<file path="src/rtl/csio_pkg.sv">
package csio_pkg;
  localparam logic [1:0] ADDR_MODE  = 2'd0;
  localparam logic [1:0] ADDR_TXBUF = 2'd1;
  localparam logic [1:0] ADDR_SHIFT = 2'd2;

  localparam int MB_TXRX  = 6;
  localparam int MB_SELEN = 5;
  localparam int MB_SLAVE = 4;
  localparam int MB_LSB   = 3;
  localparam int MB_BUSY  = 0;

  typedef struct packed {
    logic txrx;
    logic sel_en;
    logic slave;
    logic lsb_first;
  } mode_t;
endpackage

</file>
<file path="src/rtl/csio_sync.sv">
module csio_sync #(
  parameter int WIDTH  = 3,
  parameter int STAGES = 2,
  parameter logic [WIDTH-1:0] RST_VAL = '1
) (
  input  logic             clk,
  input  logic             rst,
  input  logic [WIDTH-1:0] d,
  output logic [WIDTH-1:0] q
);
  logic [WIDTH-1:0] stage [STAGES];

  for (genvar i = 0; i < STAGES; i++) begin : g_stage
    always_ff @(posedge clk) begin
      if (rst)
        stage[i] <= RST_VAL;
      else if (i == 0)
        stage[i] <= d;
      else
        stage[i] <= stage[(i > 0) ? i - 1 : 0];
    end
  end

  assign q = stage[STAGES-1];
endmodule

</file>
<file path="src/rtl/csio_clkgen.sv">
module csio_clkgen #(
  parameter int HALF_CYC = 4
) (
  input  logic clk,
  input  logic rst,
  input  logic run,
  output logic sck,
  output logic fall_stb,
  output logic rise_stb
);
  localparam int CW = $clog2(HALF_CYC + 1);
  localparam logic [CW-1:0] CNT_LAST = CW'(HALF_CYC - 1);

  logic [CW-1:0] cnt;
  logic          wrap;

  assign wrap     = run && (cnt == CNT_LAST);
  assign fall_stb = wrap && sck;
  assign rise_stb = wrap && !sck;

  always_ff @(posedge clk) begin
    if (rst || !run) begin
      cnt <= '0;
      sck <= 1'b1;
    end else if (wrap) begin
      cnt <= '0;
      sck <= ~sck;
    end else begin
      cnt <= cnt + 1'b1;
    end
  end
endmodule

</file>
<file path="src/rtl/csio_shifter.sv">
module csio_shifter #(
  parameter int DATA_W = 8
) (
  input  logic              clk,
  input  logic              rst,
  input  logic              load,
  input  logic [DATA_W-1:0] load_data,
  input  logic              start,
  input  logic              fall_stb,
  input  logic              rise_stb,
  input  logic              sdi,
  input  logic              lsb_first,
  input  logic              tx_en,
  output logic [DATA_W-1:0] shreg,
  output logic              sdo,
  output logic              last
);
  localparam int CNT_W = $clog2(DATA_W);
  localparam logic [CNT_W-1:0] CNT_END = CNT_W'(DATA_W - 1);

  logic [CNT_W-1:0] cnt;
  logic             out_bit;

  assign out_bit = lsb_first ? shreg[0] : shreg[DATA_W-1];
  assign last    = rise_stb && (cnt == CNT_END);

  always_ff @(posedge clk) begin
    if (rst) begin
      shreg <= '0;
      cnt   <= '0;
      sdo   <= 1'b1;
    end else begin
      if (load)
        shreg <= load_data;
      else if (rise_stb)
        shreg <= lsb_first ? {sdi, shreg[DATA_W-1:1]} : {shreg[DATA_W-2:0], sdi};

      if (start)
        cnt <= '0;
      else if (rise_stb)
        cnt <= cnt + 1'b1;

      if (start)
        sdo <= 1'b1;
      else if (fall_stb && tx_en)
        sdo <= out_bit;
    end
  end
endmodule

</file>
<file path="src/rtl/csio_port.sv">
module csio_port
  import csio_pkg::*;
#(
  parameter int DATA_W   = 8,
  parameter int HALF_CYC = 4,
  parameter int SYNC_STG = 2
) (
  input  logic              clk,
  input  logic              rst,
  input  logic              bus_we,
  input  logic              bus_re,
  input  logic [1:0]        bus_addr,
  input  logic [DATA_W-1:0] bus_wdata,
  output logic [DATA_W-1:0] bus_rdata,
  input  logic              sck_i,
  output logic              sck_o,
  input  logic              sdi,
  output logic              sdo,
  input  logic              ssel_n,
  output logic              busy,
  output logic              done_pulse
);
  mode_t             mode_q;
  logic              busy_q, pend_q;
  logic [2:0]        pin_sync;
  logic              sck_s, sdi_s, ss_s, sck_prev;
  logic              m_fall, m_rise, s_fall, s_rise;
  logic              fall_g, rise_g, last;
  logic              ss_high, locked;
  logic              trig_tx, trig_rx, trig, start;
  logic [DATA_W-1:0] shreg;
  logic [7:0]        mode_byte;

  csio_sync #(.WIDTH(3), .STAGES(SYNC_STG), .RST_VAL(3'b111)) u_sync (
    .clk(clk), .rst(rst), .d({ssel_n, sdi, sck_i}), .q(pin_sync)
  );
  assign {ss_s, sdi_s, sck_s} = pin_sync;

  always_ff @(posedge clk) begin
    if (rst) sck_prev <= 1'b1;
    else     sck_prev <= sck_s;
  end
  assign s_fall = sck_prev && !sck_s;
  assign s_rise = !sck_prev && sck_s;

  csio_clkgen #(.HALF_CYC(HALF_CYC)) u_clk (
    .clk(clk), .rst(rst), .run(busy_q && !mode_q.slave),
    .sck(sck_o), .fall_stb(m_fall), .rise_stb(m_rise)
  );

  assign ss_high = mode_q.slave && mode_q.sel_en && ss_s;
  assign locked  = busy_q || pend_q;
  assign trig_tx = bus_we && (bus_addr == ADDR_TXBUF) && mode_q.txrx && !locked;
  assign trig_rx = bus_re && (bus_addr == ADDR_SHIFT) && !mode_q.txrx && !locked;
  assign trig    = trig_tx || trig_rx;
  assign start   = (trig || pend_q) && !ss_high;

  assign fall_g = busy_q && !ss_high && (mode_q.slave ? s_fall : m_fall);
  assign rise_g = busy_q && !ss_high && (mode_q.slave ? s_rise : m_rise);

  csio_shifter #(.DATA_W(DATA_W)) u_shift (
    .clk(clk), .rst(rst), .load(trig_tx), .load_data(bus_wdata),
    .start(start), .fall_stb(fall_g), .rise_stb(rise_g), .sdi(sdi_s),
    .lsb_first(mode_q.lsb_first), .tx_en(mode_q.txrx),
    .shreg(shreg), .sdo(sdo), .last(last)
  );

  always_ff @(posedge clk) begin
    if (rst) begin
      mode_q     <= '0;
      busy_q     <= 1'b0;
      pend_q     <= 1'b0;
      done_pulse <= 1'b0;
    end else begin
      if (bus_we && (bus_addr == ADDR_MODE) && !locked) begin
        mode_q.txrx      <= bus_wdata[MB_TXRX];
        mode_q.sel_en    <= bus_wdata[MB_SELEN];
        mode_q.slave     <= bus_wdata[MB_SLAVE];
        mode_q.lsb_first <= bus_wdata[MB_LSB];
      end
      if (trig && ss_high) pend_q <= 1'b1;
      else if (start)      pend_q <= 1'b0;
      if (last)            busy_q <= 1'b0;
      else if (start)      busy_q <= 1'b1;
      done_pulse <= last;
    end
  end

  always_comb begin
    mode_byte          = '0;
    mode_byte[MB_TXRX]  = mode_q.txrx;
    mode_byte[MB_SELEN] = mode_q.sel_en;
    mode_byte[MB_SLAVE] = mode_q.slave;
    mode_byte[MB_LSB]   = mode_q.lsb_first;
    mode_byte[MB_BUSY]  = busy_q;
  end

  always_ff @(posedge clk) begin
    if (rst) begin
      bus_rdata <= '0;
    end else if (bus_re) begin
      case (bus_addr)
        ADDR_MODE:  bus_rdata <= DATA_W'(mode_byte);
        ADDR_SHIFT: bus_rdata <= shreg;
        default:    bus_rdata <= '0;
      endcase
    end
  end

  assign busy = busy_q;
endmodule

</file>
<file path="config.mk">
export PLATFORM = sky130hd
export DESIGN_NAME = csio_port
export DESIGN_NICKNAME = d
export VERILOG_FILES = /design/src/rtl/csio_pkg.sv /design/src/rtl/csio_sync.sv /design/src/rtl/csio_clkgen.sv /design/src/rtl/csio_shifter.sv /design/src/rtl/csio_port.sv
export SDC_FILE = /design/constraint.sdc
export NUM_CORES = 1
export LEC_CHECK = 0
export CORE_ASPECT_RATIO = 1.1
export CORE_UTILIZATION = 30
export DETAILED_ROUTE_END_ITERATION = 16
export PLACE_DENSITY = 0.52
export SLEW_MARGIN = 30
export SYNTH_ARGS = -nofsm -noshare
export SYNTH_HDL_FRONTEND = slang
export SYNTH_SLANG_ARGS = --single-unit
</file>
<file path="constraint.sdc">
create_clock -name clk -period 2.35 [get_ports clk]
set_clock_uncertainty 0.15 [all_clocks]
set_input_delay 0.3525 -clock clk [delete_from_list [all_inputs] [get_ports clk]]
set_output_delay 0.3525 -clock clk [all_outputs]
set_load 0.01 [all_outputs]
</file>
## Word level (Yosys, flattened, before mapping)

Memory sizes are Yosys's and may differ from the RTL's.
Cells that the tools add are included.

- Bits in registers: 32
- RAM bits: 6
- Input port bits: 17
- Logic and storage cells: 79
- Memories: 1

- $add $sub $neg: 2
- Eq/ne operators: 4
- Multiplexer cells: 14
- Bitwise logic cells: 3
- Reduce and logical (&&, ||, !) cells: 41

Memories:

| name | words | bits a word | rd ports | clocked after memory_dff | wr ports | line | RTL |
|---|---|---|---|---|---|---|---|
| u_sync.stage | 2 | 3 | 2 | 0 | 2 | csio_sync.sv:11 | `logic [WIDTH-1:0] stage [STAGES];` |

Operators by type and width:

| operator | number |
|---|---|
| two-way mux 8 bit | 3 |
| logical AND 1 bit | 23 |
| case mux 8 bit (2 select lines) | 1 |
| zero test 1 bit | 8 |
| two-way mux 1 bit | 8 |
| adder 3 x 1 -> 3 bit (second input constant) | 2 |
| two-way mux 3 bit | 2 |
| OR reduction 2 bit | 3 |
| logical OR 1 bit | 4 |
| nonzero test 2 bit | 2 |
| == test 3 x 2 -> 1 bit (second input constant) | 1 |
| == test 3 bit (second input constant) | 1 |
| == test 2 x 1 -> 1 bit (second input constant) | 1 |
| == test 2 bit (second input constant) | 1 |
| zero test 2 bit | 1 |
| bitwise OR 1 bit | 2 |
| inverter 1 bit | 1 |

## Depth between registers and ports, before layout

Gate-level depths: netlist (run 1).

- Depth after elaboration: 9
- Gate-level depth with buffers: 7
- Gate-level depth less buffers: 6

## Cells and area by module

Synthesis (run 1) repeated with hierarchy kept, for this count alone.

- Cells, all modules: 180
- Area, all modules: 1790.5 µm²

Modules (own cells, without submodules):

| module | instances | cells an instance | area an instance (µm²) |
|---|---|---|---|
| csio_port | 1 | 88 | 813.3 |
| csio_shifter | 1 | 64 | 658.1 |
| csio_clkgen | 1 | 16 | 161.4 |
| csio_sync | 1 | 12 | 157.7 |

## Worst setup path after synthesis (run 1)

Ideal clock, no wire load.

- Kind: register -> register
- From: register u_clk.cnt[0]
- To: register u_shift.shreg[1]
- Data arrival time: 1.489 ns
- Path slack: 0.591 ns
- Stages on the path, launching flop included: 8
- Path buffers: 1
- Clock period less this slack: 1.759 ns
- Cells stage by stage: dfxtp_1 ha_1 ha_1 nor3b_2 o211ai_4 buf_12 mux2i_1 o2bb2ai_1

- Cells in the longest elaborated chain, start to end: 6

Ends and longest elaborated chain:

| what | line | RTL |
|---|---|---|
| from (decl) | csio_clkgen.sv:14 | `logic [CW-1:0] cnt;` |
| from (signal assigned) | csio_clkgen.sv:29 | `cnt <= cnt + 1'b1;` |
| == test 3 x 2 -> 1 bit | csio_clkgen.sv:17 | `assign wrap = run && (cnt == CNT_LAST);` |
| logical AND 1 bit | csio_clkgen.sv:17 |  |
| logical AND 1 bit | csio_clkgen.sv:19 | `assign rise_stb = wrap && !sck;` |
| two-way mux 1 bit | csio_port.sv:59 | `assign rise_g = busy_q && !ss_high && (mode_q.slave ? s_rise : m_rise);` |
| logical AND 1 bit | csio_port.sv:59 |  |
| nonzero test 2 bit (no line) | n/a |  |
| to (signal assigned) | csio_shifter.sv:34 | `shreg <= load_data;` |
| to (signal assigned) | csio_shifter.sv:36 | `shreg <= lsb_first ? {sdi, shreg[DATA_W-1:1]} : {shreg[DATA_W-2:0], sdi};` |
| to (decl) | csio_shifter.sv:14 | `output logic [DATA_W-1:0] shreg,` |

Every way passes these cells.
A chain may end at the register's enable or synchronous reset.

## Worst setup path after layout (run 1)

- From: register u_clk.cnt[0]
- To: register u_shift.shreg[7]

The elaborated chain is that of the path after synthesis.

==> results.md, run 1 <==
Run status:
- The flow ran to the end, and the final reports show no timing, DRC or antenna violations.

Power and ir drop:
- The static leakage power is 0.849 nW.
- The share of total power dissipated in the clock network is 35.2%.
- The worst voltage drop across the vdd grid is 0.215 mV.
- Per report_power, the sequential group accounts for 57.5% of the total.
- For this design the ratio of total power to cell area is 545 nW/um2.
- Combinational cells account for 7.3% of the total power.
- Cell internal power was estimated by the tool at 0.000909 W.
- The switching part of the total is 21.6%.
- In this run the power spent charging and discharging nets is 0.000251 W.

Layout:
- The final antenna diode count is 0.
- The library cell used most frequently in the layout, excluding fill and tap cells, is sky130_fd_sc_hd__dfxtp_1.
- The number of nets at the end of the flow is 211.
- From synthesis to final layout, the design area changed by 23.5%.
- The final cell utilization of the core is 38.9%.
- The fraction of final layout cells with drive strength greater than 1 is 20.0%.
- In the layout the commonest cells are sky130_fd_sc_hd__dfxtp_1 (38), sky130_fd_sc_hd__clkdlybuf4s50_1 (28), sky130_fd_sc_hd__nor2_1 (20).
- The layout filler cell count is 573.
- Across the whole layout, storage elements account for 761 um2.
- In the final layout, the multi-input gates occupy 891 um2.

Critical path:
- The data required time of the worst path is 2370 ps.
- The setup check on the worst reg-to-reg path leaves a slack of 340 ps.
- The maximum net fanout on the critical path is 12.
- The category of the most critical setup path is flop to flop.
- The startpoint of the worst-slack reg-to-reg timing path is u_clk.cnt[0]$_SDFF_PP0_.
- At the worst endpoint, the arrival time is 2030 ps.
- In this run the critical register-to-register path is captured at u_shift.shreg[7]$_SDFFE_PP0P_.
- STA classifies the critical path endpoint as a flop.
- The origin of the worst setup path is u_clk.cnt[0]$_SDFF_PP0_.
- The worst register-to-register path has a depth of 6.
- STA classifies the critical path startpoint as a flop.

Clock tree:
- After clock tree synthesis, the clock-pin slew on the worst setup and hold paths is 70 ps.
- The cell chosen for the clock root is sky130_fd_sc_hd__clkbuf_8.
- The H-tree was split into 2 levels.
- The sink count of the clock tree is 38.
- Counting along the longest clock path gives a buffer depth of 2.
- The TritonCTS clock tree is done.
- The number of clock buffers inserted by TritonCTS is 5.
- Gates resized during post-CTS repair numbered 0.
- The clock insertion delay at the later pin of the skew report is 280 ps.
- The number of setup buffers added after CTS is 0.
- The number of buffers added to fix hold violations after cts is 0.

Route:
- The remaining antenna violation count is 0.
- After detailed routing, the number of remaining DRC violations is 0.
- Across all layers, the routed design uses 1202 vias.
- The count of routing violations after the opening detailed-route iteration is 39.
- The routed wire length is 3.57 mm.
- After detailed routing, the average wire length per cell comes to 13.5 um.
- The first TritonRoute pass finished after 4 iterations.
- The per-cell via count in the routed design is 4.54.

Floorplan:
- The initialized floorplan defines 28 standard-cell rows.
- The core region is 5470 um2.
- The area of the die is 6050 um2.
- Measured along the y axis, the die boundary spans 81.5 um.
- The initial core utilization is 31.5%.
- Measured along the x axis, the die boundary spans 74.3 um.
- For this design the top-level I/O count stands at 29.

Min path:
- The path class of the tightest hold or removal check is flop to flop.
- The worst hold path begins at u_sync.stage[0][0]$_SDFF_PP1_.
- The number of cells traversed by the worst hold path is 1.
- The path with the worst hold slack has its endpoint at u_sync.stage[1][0]$_SDFF_PP1_.

Synthesis:
- Yosys mapped a number of flops with a built-in enable equal to 0.
- Counting flops with an async set or reset pin after synthesis yields a share of 0%.
- A synthesized cell averages 10.6 um2.
- Counting distinct cell types in the post-synthesis netlist gives 37.
- The post-synthesis instance total is 162.
- The cell area that synthesis handed to floorplanning was 1720 um2.
- The synthesized net count is 183.
- In the synthesized netlist the dominant register cell turns out to be sky130_fd_sc_hd__dfxtp_1.
- For this run, the number of Yosys warnings is 0.
- The portion of the post-synthesis area used by sequential elements is 44.2%.
- The number of synthesized register bits is 38.

STA:
- The maximum frequency from static timing analysis is 498 MHz.
- The count of pins over their slew limit was 0.
- The worst pin sits at a relative slew slack of 63.2%.
- Subtracting the final worst setup slack from the clock period gives 2010 ps.
- The aggregate negative setup slack is 0 ps.
- The final-report hold violation count is 0.
- The post-route fraction of the period consumed by the critical path is 85.5%.
- Setup repair after global routing left no endpoint under its margin.
- The final setup violation count is 0.
- For the pin with the worst max-slew slack, the measured transition is 549 ps.

Global routing:
- The number of global-route vias before repair is 1281.
- Entering global routing, the biggest net connects 25 pins.
- Global routing finished with a remaining overflow of 0.
- The global router's overall resource usage is 13.4%.
- The number of antenna violations at the first check in global routing is 0.
- The first global-routing pass estimated 6.07 mm of wire.

Placed design:
- At the end of routability-driven placement, the weighted congestion stood at 0.755.
- The count of buffers from port buffering is 28.
- The HPWL after detailed placement is 2.68 mm.

Run:
- Max-cap violations in this run came to 0.
Yosys cell counts (2+ instances only):
cell	count	area [um2]
sky130_fd_sc_hd__a21oi_1	8	40.0
sky130_fd_sc_hd__and2b_1	2	15.0
sky130_fd_sc_hd__and3b_2	2	20.0
sky130_fd_sc_hd__clkbuf_1	5	18.8
sky130_fd_sc_hd__dfxtp_1	38	761
sky130_fd_sc_hd__ha_1	4	50.1
sky130_fd_sc_hd__inv_1	3	11.3
sky130_fd_sc_hd__mux2_2	13	146
sky130_fd_sc_hd__mux2i_1	15	150
sky130_fd_sc_hd__nand2_1	2	7.51
sky130_fd_sc_hd__nand2b_1	3	18.8
sky130_fd_sc_hd__nand3_1	3	15.0
sky130_fd_sc_hd__nand3_2	2	20.0
sky130_fd_sc_hd__nor2_1	20	75.1
sky130_fd_sc_hd__nor2b_1	6	37.5
sky130_fd_sc_hd__o2111ai_1	2	17.5
sky130_fd_sc_hd__o2bb2ai_1	8	70.1
sky130_fd_sc_hd__or2_2	7	43.8
stage by stage:
stage	setup slack [ps]	std cells	area [um2]	hold slack, ps	power (W)
after floorplan	591	162	1720	239	0.000725
after global placement	315	258	2050	242	0.000765
after detailed placement	226	258	2050	247	0.000767
after CTS	300	265	2130	263	0.00118
after global routing	194	265	2130	272	0.00122
final	340	265	2130	262	0.00116
power groups by stage:
stage	registers [W]	logic, W	clock network, W
2_1_floorplan	0.000674	0.0000501	0
3_3_place_gp	0.000681	0.0000842	0
3_5_place_dp	0.000681	0.0000856	0
4_1_cts	0.000666	0.0000858	0.000429
5_1_grt	0.000667	0.0000939	0.000455
6_report	0.000666	0.0000847	0.000408
kinds of logic after synthesis:
| family | share of synthesized area [%] |
|---|---|
| AO/OA/AOI/OAI | 10.8 |
| XOR/XNOR | 1.02 |
| adder cells (fa/ha/maj) | 2.90 |
| buffers and inverters | 4.14 |
| flip-flops | 44.2 |
| multiplexers | 17.2 |
| AND/OR/NAND/NOR | 19.8 |
flip-flops by register name, summed over array words and instances (netlist names):
name and count:
u_clk.cnt 3, pend_q 1, bus_rdata 8, mode_byte 4
sck_prev 1, u_shift.sdo 1, u_shift.shreg 8, u_sync.stage 6
busy 1, u_clk.sck 1, done_pulse 1, u_shift.cnt 3
worst max path at each step:
stage	cells after the start	end
CTS	6	u_shift.shreg[7]$_SDFFE_PP0P_
floorplan	7	u_shift.shreg[1]$_SDFFE_PP0P_
detailed placement	5	u_shift.sdo$_SDFFE_PP1P_
global route	6	u_shift.shreg[7]$_SDFFE_PP0P_
finish	6	u_shift.shreg[7]$_SDFFE_PP0P_
global placement	5	u_shift.sdo$_SDFFE_PP1P_
worst max-delay path: stages, from the launching register on:
cell                        delay (ps)
sky130_fd_sc_hd__dfxtp_1           310
sky130_fd_sc_hd__ha_1              200
sky130_fd_sc_hd__ha_1              220
sky130_fd_sc_hd__nor3b_2           190
sky130_fd_sc_hd__o211ai_4          480
sky130_fd_sc_hd__mux2i_1           270
sky130_fd_sc_hd__o2bb2ai_1          90
area by class of cell:
| cell class | count | share of cell area, % |
|---|---|---|
| tap | 75 | 4.41 |
| inverter | 3 | 0.529 |
| timing repair buffer | 30 | 13.9 |
| sequential | 38 | 35.7 |
| multi-input combinational | 112 | 41.9 |
| clock buffer | 7 | 3.59 |
per-layer routing:
layer	routed length, um	track usage (%)
met1	1760	17.5
met2	1640	20.8
met3	143	4.29
met4	21	4.91
met5	0	0
No activity file was read; power rests on OpenSTA's default activity.
==> run 2: changes to the inputs <==
--- a/config.mk
+++ b/config.mk
@@ -5,6 +5,7 @@
 export SDC_FILE = /design/constraint.sdc
 export NUM_CORES = 1
 export LEC_CHECK = 0
+export ABC_CLOCK_PERIOD_IN_PS = 2350
 export CORE_ASPECT_RATIO = 1.1
 export CORE_UTILIZATION = 30
 export DETAILED_ROUTE_END_ITERATION = 16
==> results of run 2 <==
Final layout, timing and power as in run 1 (identical DEF).
